## src/rtl/dbs_pkg.sv

```systemverilog
package dbs_pkg;
    localparam int HALF_W  = 16;
    localparam int WORD_W  = 2 * HALF_W;
    localparam int BE_W    = WORD_W / 8;
    localparam int HBE_W   = BE_W / 2;

    typedef enum logic [2:0] {
        S_TI  = 3'd0,
        S_T1  = 3'd1,
        S_T2  = 3'd2,
        S_T1P = 3'd3,
        S_T2P = 3'd4
    } bus_state_e;

    typedef struct packed {
        logic [BE_W-1:0] be;
        logic            wr;
        logic            lk;
        logic            lk_end;
    } xfer_ctl_t;
endpackage

```

## src/rtl/dbs_plan.sv

```systemverilog
module dbs_plan
    import dbs_pkg::*;
(
    input  logic [BE_W-1:0] be,
    input  logic            part_hi,
    input  logic            sz16,
    input  logic            na_now,
    output logic [BE_W-1:0] be_out,
    output logic            sz_eff,
    output logic            need_hi,
    output logic            lo_only,
    output logic            up_only
);
    logic any_lo;
    logic any_up;

    always_comb begin
        any_lo  = |be[HBE_W-1:0];
        any_up  = |be[BE_W-1:HBE_W];
        lo_only = any_lo && !any_up;
        up_only = any_up && !any_lo;
        sz_eff  = sz16 && !na_now && !part_hi;
        need_hi = sz_eff && any_lo && any_up;
        if (part_hi)
            be_out = {be[BE_W-1:HBE_W], {HBE_W{1'b0}}};
        else
            be_out = be;
    end
endmodule

```

## src/rtl/dbs_lanes.sv

```systemverilog
module dbs_lanes
    import dbs_pkg::*;
(
    input  logic [WORD_W-1:0] wdata,
    input  logic [BE_W-1:0]   be,
    input  logic              part_hi,
    input  logic              up_only,
    input  logic              sz_eff,
    input  logic [WORD_W-1:0] din,
    input  logic [HALF_W-1:0] lo_q,
    output logic [WORD_W-1:0] dout,
    output logic [WORD_W-1:0] rd_word
);
    logic [WORD_W-1:0] mask;
    logic [WORD_W-1:0] raw;

    for (genvar b = 0; b < BE_W; b++) begin : g_mask
        assign mask[b*8 +: 8] = {8{be[b]}};
    end

    always_comb begin
        if (part_hi || up_only)
            dout = {wdata[WORD_W-1:HALF_W], wdata[WORD_W-1:HALF_W]};
        else
            dout = wdata;

        if (part_hi)
            raw = {din[HALF_W-1:0], lo_q};
        else if (sz_eff && up_only)
            raw = {din[HALF_W-1:0], {HALF_W{1'b0}}};
        else if (sz_eff)
            raw = {{HALF_W{1'b0}}, din[HALF_W-1:0]};
        else
            raw = din;
        rd_word = raw & mask;
    end
endmodule

```

## src/rtl/dbs_lock.sv

```systemverilog
module dbs_lock (
    input  logic clk,
    input  logic rst_n,
    input  logic set_i,
    input  logic clr_i,
    output logic lock_o
);
    always_ff @(posedge clk or negedge rst_n) begin
        if (!rst_n)
            lock_o <= 1'b0;
        else if (set_i)
            lock_o <= 1'b1;
        else if (clr_i)
            lock_o <= 1'b0;
    end
endmodule

```

## src/rtl/dbs_seq.sv

```systemverilog
module dbs_seq
    import dbs_pkg::*;
#(
    parameter int ADDR_W = 30
) (
    input  logic                clk,
    input  logic                rst_n,
    input  logic                req_valid,
    output logic                req_ready,
    input  logic [ADDR_W-1:0]   req_addr,
    input  logic [BE_W-1:0]     req_be,
    input  logic [WORD_W-1:0]   req_wdata,
    input  logic                req_write,
    input  logic                req_lock,
    input  logic                req_lock_end,
    output logic                core_done,
    output logic [WORD_W-1:0]   core_rdata,
    output logic [ADDR_W-1:0]   bus_addr,
    output logic [BE_W-1:0]     bus_be,
    output logic                bus_ads,
    output logic                bus_wr,
    output logic                bus_lock,
    output logic [WORD_W-1:0]   bus_dout,
    output logic                bus_doe,
    input  logic [WORD_W-1:0]   bus_din,
    input  logic                bus_rdy,
    input  logic                bus_sz16,
    input  logic                bus_na
);
    bus_state_e        state, state_nx;

    xfer_ctl_t         cur_ctl, nxt_ctl;
    logic [ADDR_W-1:0] cur_addr, nxt_addr;
    logic [WORD_W-1:0] cur_wdata, nxt_wdata;
    logic              part_hi;
    logic              na_seen;
    logic              fresh;
    logic [HALF_W-1:0] lo_q;

    logic [BE_W-1:0]   plan_be;
    logic              sz_eff, need_hi, lo_only, up_only, na_now;
    logic [WORD_W-1:0] lane_dout, rd_word;
    logic              pipe_ok, take_idle, take_pipe;
    logic              finish, split_go;
    logic              lock_set, lock_clr;

    assign na_now = na_seen || bus_na;

    dbs_plan u_plan (
        .be      (cur_ctl.be),
        .part_hi (part_hi),
        .sz16    (bus_sz16),
        .na_now  (na_now),
        .be_out  (plan_be),
        .sz_eff  (sz_eff),
        .need_hi (need_hi),
        .lo_only (lo_only),
        .up_only (up_only)
    );

    dbs_lanes u_lanes (
        .wdata   (cur_wdata),
        .be      (cur_ctl.be),
        .part_hi (part_hi),
        .up_only (up_only),
        .sz_eff  (sz_eff),
        .din     (bus_din),
        .lo_q    (lo_q),
        .dout    (lane_dout),
        .rd_word (rd_word)
    );

    // early acceptance only in an unlocked first part still waiting for ready
    assign pipe_ok   = (state == S_T2) && !part_hi && na_now && !bus_rdy && !cur_ctl.lk;
    assign req_ready = (state == S_TI) || pipe_ok;
    assign take_idle = (state == S_TI) && req_valid;
    assign take_pipe = pipe_ok && req_valid;
    assign split_go  = (state == S_T2) && bus_rdy && need_hi;
    assign finish    = ((state == S_T2) && bus_rdy && !need_hi) ||
                       ((state == S_T2P) && bus_rdy);

    assign lock_set = (take_idle && req_lock) || (take_pipe && req_lock);
    assign lock_clr = finish && cur_ctl.lk && cur_ctl.lk_end;

    dbs_lock u_lock (
        .clk    (clk),
        .rst_n  (rst_n),
        .set_i  (lock_set),
        .clr_i  (lock_clr),
        .lock_o (bus_lock)
    );

    // state register
    always_ff @(posedge clk or negedge rst_n) begin
        if (!rst_n)
            state <= S_TI;
        else
            state <= state_nx;
    end

    // next-state logic
    always_comb begin
        state_nx = state;
        unique case (state)
            S_TI:  if (req_valid) state_nx = S_T1;
            S_T1:  state_nx = S_T2;
            S_T1P: state_nx = S_T2;
            S_T2: begin
                if (bus_rdy)
                    state_nx = need_hi ? S_T1 : S_TI;
                else if (take_pipe)
                    state_nx = S_T2P;
            end
            S_T2P: if (bus_rdy) state_nx = S_T1P;
            default: state_nx = S_TI;
        endcase
    end

    // transfer bookkeeping registers
    always_ff @(posedge clk or negedge rst_n) begin
        if (!rst_n) begin
            cur_ctl    <= '0;
            nxt_ctl    <= '0;
            cur_addr   <= '0;
            nxt_addr   <= '0;
            cur_wdata  <= '0;
            nxt_wdata  <= '0;
            part_hi    <= 1'b0;
            na_seen    <= 1'b0;
            fresh      <= 1'b0;
            lo_q       <= '0;
            core_done  <= 1'b0;
            core_rdata <= '0;
        end else begin
            core_done <= finish;
            if (finish)
                core_rdata <= rd_word;
            fresh <= take_pipe;

            if (take_idle) begin
                cur_ctl   <= '{be: req_be, wr: req_write, lk: req_lock, lk_end: req_lock_end};
                cur_addr  <= req_addr;
                cur_wdata <= req_wdata;
                part_hi   <= 1'b0;
                na_seen   <= 1'b0;
            end else if (take_pipe) begin
                nxt_ctl   <= '{be: req_be, wr: req_write, lk: req_lock, lk_end: req_lock_end};
                nxt_addr  <= req_addr;
                nxt_wdata <= req_wdata;
                na_seen   <= 1'b1;
            end else if (split_go) begin
                part_hi <= 1'b1;
                lo_q    <= bus_din[HALF_W-1:0];
            end else if ((state == S_T2) && bus_rdy) begin
                part_hi <= 1'b0;
                na_seen <= 1'b0;
            end else if ((state == S_T2P) && bus_rdy) begin
                cur_ctl   <= nxt_ctl;
                cur_addr  <= nxt_addr;
                cur_wdata <= nxt_wdata;
                na_seen   <= 1'b0;
            end else if ((state == S_T2) && !part_hi && bus_na) begin
                na_seen <= 1'b1;
            end
        end
    end

    // bus outputs
    always_comb begin
        bus_ads  = 1'b0;
        bus_addr = cur_addr;
        bus_be   = '0;
        bus_wr   = cur_ctl.wr;
        bus_dout = lane_dout;
        bus_doe  = 1'b0;
        unique case (state)
            S_TI: begin
                bus_wr = 1'b0;
            end
            S_T1: begin
                bus_ads = !part_hi;
                bus_be  = plan_be;
                bus_doe = cur_ctl.wr;
            end
            S_T2, S_T1P: begin
                bus_be  = plan_be;
                bus_doe = cur_ctl.wr;
            end
            S_T2P: begin
                bus_ads  = fresh;
                bus_addr = nxt_addr;
                bus_be   = nxt_ctl.be;
                bus_wr   = nxt_ctl.wr;
                bus_doe  = cur_ctl.wr;
            end
            default: ;
        endcase
    end
endmodule

```

## config.mk

```make
export PLATFORM = sky130hd
export DESIGN_NAME = dbs_seq
export DESIGN_NICKNAME = d
export VERILOG_FILES = /design/src/rtl/dbs_pkg.sv /design/src/rtl/dbs_plan.sv /design/src/rtl/dbs_lanes.sv /design/src/rtl/dbs_lock.sv /design/src/rtl/dbs_seq.sv
export SDC_FILE = /design/constraint.sdc
export NUM_CORES = 1
export LEC_CHECK = 0
export ABC_CLOCK_PERIOD_IN_PS = 2900
export BUFFER_PORTS_ARGS = -buffer_cell sky130_fd_sc_hd__buf_2
export CAP_MARGIN = 15
export CORE_ASPECT_RATIO = 0.75
export CORE_MARGIN = 5
export CORE_UTILIZATION = 30
export CTS_CLUSTER_DIAMETER = 100
export CTS_CLUSTER_SIZE = 40
export DETAILED_ROUTE_END_ITERATION = 8
export PLACE_DENSITY = 0.53
export SLEW_MARGIN = 5
export SYNTH_ARGS = -nofsm -noshare
export SYNTH_HDL_FRONTEND = slang
export SYNTH_HIERARCHICAL = 1
export SYNTH_SLANG_ARGS = --single-unit
```

## constraint.sdc

```tcl
create_clock -name clk -period 2.9 [get_ports clk]
set_input_delay 0.29 -clock clk [delete_from_list [all_inputs] [get_ports clk]]
set_output_delay 0.29 -clock clk [all_outputs]
set_load 0.1 [all_outputs]
```

Word-level counts from Yosys, hierarchy flattened
Index checks and enable logic that the tools add are counted.
Storage, ports and cells
  bits in registers: 194
  input port bits: 107
  output and inout port bits: 104
  logic and storage cells: 125
Operators by class
  equal/unequal tests: 11
  muxes and demuxes: 43
  bitwise gates (word level): 3
  reduce and logical (&&, ||, !) cells: 48
Operators by type and width (number)
  $mux W32: 8
  $mux W30: 6
  $mux W7: 5
  $and A32 B32 Y32: 1
  $logic_and A1 B1 Y1: 21
  $mux W16: 1
  $mux W1: 14
  $mux W3: 4
  $pmux W3 S4: 1
  $ne A2 B2 Y1 const B: 5
  $pmux W4 S2: 1
  $eq A3 B2 Y1 const B: 2
  $logic_not A1 Y1: 6
  $ne A3 B3 Y1 const B: 2
  $reduce_and A2 Y1: 3
  $reduce_and A3 Y1: 2
  $reduce_or A2 Y1: 3
  $logic_or A1 B1 Y1: 5
  $reduce_bool A5 Y1: 1
  $pmux W1 S2: 2
  $reduce_and A4 Y1: 1
  $reduce_bool A2 Y1: 2
  $reduce_or A4 Y1: 1
  $eq A3 B1 Y1 const B: 1
  6 further kinds: 7

Longest topological paths before layout
Gate-level depths: netlist of run 1.
  word-level depth: 13
  depth in mapped cells: 11
  gate-level depth less buffers: 10

Cells and area by module
Netlist of run 1, hierarchy kept.
Modules (own cells, without submodules)
  dbs_seq: instances 1, cells each 657, area an instance 8784.7 um2, sequential area each 4829.6 um2
  dbs_lanes: instances 1, cells each 144, area an instance 955.9 um2, sequential area each 0.0 um2
  dbs_plan: instances 1, cells each 10, area an instance 75.1 um2, sequential area each 0.0 um2
  dbs_lock: instances 1, cells each 3, area an instance 36.3 um2, sequential area each 25.0 um2

Least setup slack after synthesis of run 1
Ideal clock, no wire load.
  path type: reg2out
  from: register part_hi
  to: output port req_ready
  arrival: 3.229 ns
  data required time: 2.610 ns
  setup slack: -0.619 ns
  stages on the path, launching flop included: 3
  path buffers: 0
  path through: dfrtp_1 or4_4 a21boi_0
On the way
  cells in the longest elaborated chain, start to end: 6
RTL lines
  from (decl): RTL line dbs_seq.sv:35  | logic part_hi;
  from (signal assigned): RTL line dbs_seq.sv:128  | part_hi <= 1'b0;
  from (signal assigned): RTL line dbs_seq.sv:144  | part_hi <= 1'b0;
  from (signal assigned): RTL line dbs_seq.sv:152  | part_hi <= 1'b1;
  $logic_not A1 Y1: RTL line dbs_seq.sv:74  | assign pipe_ok = (state == S_T2) && !part_hi && na_now && !bus_rdy && !cur_ctl.lk;
  $logic_and A1 B1 Y1 (4 in series): RTL line dbs_seq.sv:74
  $logic_or A1 B1 Y1: RTL line dbs_seq.sv:75  | assign req_ready = (state == S_TI) || pipe_ok;
  to (decl): RTL line dbs_seq.sv:9  | output logic req_ready,
No other way between the ends.

Final worst setup path of run 1
  from: register cur_ctl[4] (netlist name)
  to: output port bus_dout[15]
On the way
  cells in the longest elaborated chain, start to end: 5
RTL lines
  from (decl): RTL line dbs_seq.sv:32  | xfer_ctl_t cur_ctl, nxt_ctl;
  from (signal assigned): RTL line dbs_seq.sv:141  | cur_ctl <= '{be: req_be, wr: req_write, lk: req_lock, lk_end: req_lock_end};
  from (signal assigned): RTL line dbs_seq.sv:158  | cur_ctl <= nxt_ctl;
  $reduce_or A2 Y1: RTL line dbs_plan.sv:18  | any_lo = |be[HBE_W-1:0];
  $logic_not A1 Y1: RTL line dbs_plan.sv:21  | up_only = any_up && !any_lo;
  $logic_and A1 B1 Y1: RTL line dbs_plan.sv:21
  named net up_only: RTL line dbs_seq.sv:41  | logic sz_eff, need_hi, lo_only, up_only, na_now;
  $logic_or A1 B1 Y1: RTL line dbs_lanes.sv:22  | if (part_hi || up_only)
  $mux W16: RTL line dbs_lanes.sv:22
  to (decl): RTL line dbs_seq.sv:23  | output logic [WORD_W-1:0] bus_dout,
The timed path passes the listed nets, and every way through them passes these cells.

==> impl_metrics.py, run 1 <==
metrics = {
    "sta": {
        "hold_viol_final": 0,
        "relSlewSlack": 0.362,
        "finClkSkew_ps": 10.7,
        "drv_slew": 0,
        "max_freq_ghz": 0.363,
        "period_needed_ps": 2760,
        "tns_ps": 0,
        "worst_pin_slew_ps": 957,
        "fin_crit_sh": 0.951,
        "rsz0062_at_grt": "false",
        "setup_viol": 0,
    },
    "global_routing": {
        "grt-ovfl-total": 0,
        "antenna_found_initial": 6,
        "gr-usage-all-layers": 0.150,
        "grt_max_degree": 139,
        "grt_pass1_wl_um": 42700,
        "grt_pass1_vias": 6988,
    },
    "clocking": {
        "clk_pin_slew_worst_paths_ps": 70,
        "cts_buffer_depth": 2,
        "cts_made_buffers": 17,
        "clockRootBuffer": "clkbuf_16",
        "cts_resized": 0,
        "ctsHtreeMaxLevel": 4,
        "cts_tree": "built",
        "clock-sinks": 194,
        "clk_latency_ps": 450,
    },
    "die": {
        "pin_count": 211,
        "coreArea_mm2": 0.0324,
        "placementRows": 57,
        "die_h_um": 167,
        "die_area_mm2": 0.0366,
        "initial_utilization": 0.304,
        "die_w_um": 219,
    },
    "worst_setup_path": {
        "r2r_cells": 5,
        "cp.arrival_ps": 2470,
        "start_kind": "flip-flop",
        "critPathRequiredTime_ps": 2610,
        "critPathCaptureType": "output pin",
        "r2r_start": "cur_ctl[4]",
        "path_max_fanout": 16,
        "rr_endpoint": "core_rdata[10]",
        "criticalPathCategory": "reg2out",
        "reg2reg_slack_ps": 380,
    },
    "synth": {
        "syn_nets": 920,
        "syn_inst": 813,
        "yosysWarnings": 6,
        "synth_area_mm2": 0.00985,
        "avgSynthCellArea_um2": 12.1,
    },
    "placed_design": {
        "portBuffers": 210,
        "post-dp-hpwl_um": 19000,
        "routabilityCongestion": 0.766,
    },
    "finish": {
        "layout-drive-gt1-share": 0.429,
        "mostFrequentLayoutCell": "dfrtp_1",
        "final_cell_mix": "194 x dfrtp_1, 163 x buf_2, 77 x nor2_1, 77 x mux2_4, 75 x mux2_2",
        "area_delta_synth_final_pct": 26.5,
        "nNetsFinal": 1097,
        "filler_cell_count": 3202,
        "diodes": 0,
        "multi_input_area_mm2": 0.00444,
        "register_area_mm2": 0.00485,
    },
    "route": {
        "drtIter0Drc": 410,
        "vias": 6723,
        "vias_per_cell": 4.65,
        "postRouteWirelength_um": 27200,
        "drtPass1Iterations": 5,
        "drc": 0,
        "drtAntennaViolNets": 0,
        "avgRoutedWirePerCell_um": 18.8,
    },
    "worst_hold_path": {
        "hold_start": "req_wdata[9]",
        "hold_depth": 2,
        "min_to": "nxt_wdata[9]",
        "hold_path.class": "in2reg",
    },
    "run_status": {
        "status": "complete, no violations",
    },
    "run": {
        "drv_cap": 0,
    },
}
==> metrics by stage <==
step,utilization,setup WS [ps],hold slack (ps),instance area [um2],instances
after CTS,0.385,127,55.1,12500,1445
after floorplan,-,121,-5.59,9850,813
after global routing,0.385,29.5,55.3,12500,1445
after detailed placement,0.366,439,383,11900,1412
after global placement,0.366,549,362,11900,1412
final,0.385,142,85.4,12500,1445
==> layout make-up <==
type                            instances  share of cell area
Clock buffer                           20              0.0375
Timing Repair Buffer                  230               0.160
Clock inverter                         12             0.00924
Inverter                                8             0.00241
Tap cell                              442              0.0444
Sequential cell                       194               0.390
Multi-Input combinational cell        539               0.357
==> critical path: stages, from the launching register on <==
cell     delay (ps)
dfrtp_1         540
nor3_1          610
nor2_4           60
buf_4           250
mux2_2          350
buf_12          170
==> per-layer routing <==
layer	track usage	vias up	wire length (um)
li1	-	3187	-
met1	0.220	3373	13300
met2	0.220	126	12300
met3	0.0430	29	1350
met4	0.0349	8	305
met5	0	-	40
==> flip-flops by register name, summed over array words and instances, names as in the netlist <==
register,count
u_lock/lock_o,1
core_rdata,32
cur_addr,30
cur_wdata,32
nxt_addr,30
fresh,1
nxt_ctl,7
part_hi,1
core_done,1
lo_q,16
state,3
cur_ctl,7
nxt_wdata,32
na_seen,1
==> how the worst max path moves through the flow <==
stage / depth (start not counted) / to / startpoint / slack (ps)
2_1_floorplan: 2 / req_ready / part_hi / 120
3_3_place_gp: 9 / core_rdata[5] / bus_na / 550
3_5_place_dp: 5 / core_rdata[10] / cur_ctl[4] / 440
4_1_cts: 5 / bus_dout[5] / cur_ctl[4] / 130
5_1_grt: 5 / bus_dout[5] / cur_ctl[4] / 30
6_report: 5 / bus_dout[15] / cur_ctl[4] / 140
==> what timing repair did <==
item | CTS | global route
endpoints found under the hold margin | 70 | 0
hold buffers | 1 | 0
endpoints found under the setup margin | 0 | 0
buffers inserted | 0 | 0
Power of run 1 is left out: the tool's default activity adds up to more than one toggle a clock period on the data nets, which glitch-free logic cannot reach.
==> run 2: changes to the inputs <==
--- a/config.mk
+++ b/config.mk
@@ -6,7 +6,7 @@
 export NUM_CORES = 1
 export LEC_CHECK = 0
 export ABC_CLOCK_PERIOD_IN_PS = 2900
-export BUFFER_PORTS_ARGS = -buffer_cell sky130_fd_sc_hd__buf_2
+export BUFFER_PORTS_ARGS = -buffer_cell sky130_fd_sc_hd__buf_4
 export CAP_MARGIN = 15
 export CORE_ASPECT_RATIO = 0.75
 export CORE_MARGIN = 5
==> impl_metrics.py, run 2 (synthesized netlist as in run 1, its figures left out) <==
metrics = {
    "run_status": {
        "status": "complete, no violations",
    },
    "placed_design": {
        "place_area_mm2": 0.0117,
        "post-dp-hpwl_um": 18700,
        "routabilityCongestion": 0.749,
        "dp.cells": 1415,
        "portBuffers": 210,
    },
    "finish": {
        "fin_cells": 1448,
        "top_regs": "core_rdata (32), cur_wdata (32), nxt_wdata (32)",
        "finalInstanceArea_mm2": 0.0123,
        "diodes": 0,
        "layout-drive-gt1-share": 0.430,
        "final_cell_mix": "222 x buf_4, 194 x dfrtp_1, 77 x nor2_1, 77 x mux2_4, 75 x mux2_2",
        "nNetsFinal": 1100,
        "filler_cell_count": 3234,
        "mostFrequentLayoutCell": "buf_4",
        "final_core_utilization": 0.381,
        "area_delta_synth_final_pct": 25.4,
    },
    "die": {
        "die_h_um": 167,
        "pin_count": 211,
        "placementRows": 57,
        "initial_utilization": 0.304,
        "coreArea_mm2": 0.0324,
        "die_area_mm2": 0.0366,
        "die_w_um": 219,
    },
    "worst_setup_path": {
        "max_stage_delay_ps": 470,
        "rr_endpoint": "core_rdata[3]",
        "r2r_start": "na_seen",
        "critPathCaptureType": "output pin",
        "criticalPathCategory": "reg2out",
        "critPathRequiredTime_ps": 2610,
        "cp_top_family": "simple AND/OR/NAND/NOR gates",
        "cp.arrival_ps": 2370,
        "r2r_cells": 9,
        "critPathSlowestCell": "dfrtp_1",
        "start_kind": "flip-flop",
        "path_max_fanout": 31,
        "worst-path-buf-inv": 2,
        "path_cells": "or2_1 > nor2_4 > buf_12 > mux2_2 > buf_4",
        "reg2reg_slack_ps": 640,
    },
    "sta": {
        "finClkSkew_ps": 12.4,
        "relSlewSlack": 0.508,
        "hold_viol_final": 0,
        "max_freq_ghz": 0.376,
        "drv_slew": 0,
        "setup_viol": 0,
        "rsz0062_at_grt": "false",
        "period_needed_ps": 2660,
        "fin_crit_sh": 0.916,
        "tns_ps": 0,
        "worst_pin_slew_ps": 739,
    },
    "clocking": {
        "cts_buffer_depth": 2,
        "clk_pin_slew_worst_paths_ps": 80,
        "ctsHtreeMaxLevel": 4,
        "clockRootBuffer": "clkbuf_16",
        "cts_tree": "built",
        "clk_latency_ps": 450,
        "cts_made_buffers": 17,
        "postCtsSetupBuffers": 0,
        "clock-sinks": 194,
    },
    "route": {
        "drtAntennaViolNets": 0,
        "avgRoutedWirePerCell_um": 18.9,
        "vias_per_cell": 4.62,
        "drtIter0Drc": 419,
        "drc": 0,
        "postRouteWirelength_um": 27300,
        "drtPass1Iterations": 6,
        "vias": 6693,
    },
    "global_routing": {
        "grt_max_degree": 77,
        "antenna_found_initial": 1,
        "grt_pass1_vias": 7011,
        "gr-usage-all-layers": 0.151,
        "grt_pass1_wl_um": 43000,
        "grt-ovfl-total": 0,
    },
    "worst_hold_path": {
        "hold_depth": 2,
        "hold_start": "req_wdata[11]",
        "hold_path.class": "in2reg",
        "min_to": "nxt_wdata[11]",
    },
    "run": {
        "drv_cap": 0,
    },
}
-- run 2: how the worst max path moves through the flow --
stage / start / endpoint / cells after the start
after global routing: state[0] / bus_addr[6] / 5
after CTS: state[0] / bus_addr[14] / 5
after floorplan: part_hi / req_ready / 2
after detailed placement: bus_na / core_rdata[21] / 10
after global placement: bus_na / core_rdata[5] / 10
final: state[0] / bus_addr[20] / 5
-- run 2: cell type report --
type                    instances  area, um2  share of cell area
repair buffers                233       1870               0.152
flip-flops and latches        194       4850               0.393
inverters                       8       30.0             0.00243
well taps                     442        553              0.0448
clock buffers                  19        453              0.0367
clock inverters                13        140              0.0114
multi-input cells             539       4440               0.360
-- run 2: worst register-to-register path: cells and delay by family (launching register included) --
| kind | cells | cell delay [ps] |
|---|---|---|
| simple gates | 4 | 780 |
| buf+inv | 3 | 470 |
| flops | 1 | 390 |
| mux | 1 | 390 |
| compound gates | 1 | 120 |
-- run 2: timing repair --
action	in CTS	in global routing
hold endpoints to repair	68	0
gates resized for setup	0	0
hold buffers	1	0
-- run 2: metal layers --
| metal | vias up | GRT usage | wire, um | share of wire |
|---|---|---|---|---|
| met3 | 16 | 0.0359 | 1090 | 0.040 |
| li1 | 3204 | - | - | - |
| met5 | - | 0 | 0 | 0 |
| met1 | 3355 | 0.222 | 13700 | 0.50 |
| met2 | 118 | 0.226 | 12200 | 0.45 |
| met4 | 0 | 0.0368 | 276 | 0.010 |
-- run 2: per-stage QoR --
| stage | worst slack [ps] | hold slack (ps) |
|---|---|---|
| 5_1_grt | 116 | 43.3 |
| 2_1_floorplan | 121 | -5.59 |
| 4_1_cts | 202 | 39.7 |
| 3_5_place_dp | 602 | 377 |
| 6_report | 242 | 70.6 |
| 3_3_place_gp | 661 | 376 |
Power of run 2 is left out for the same reason.
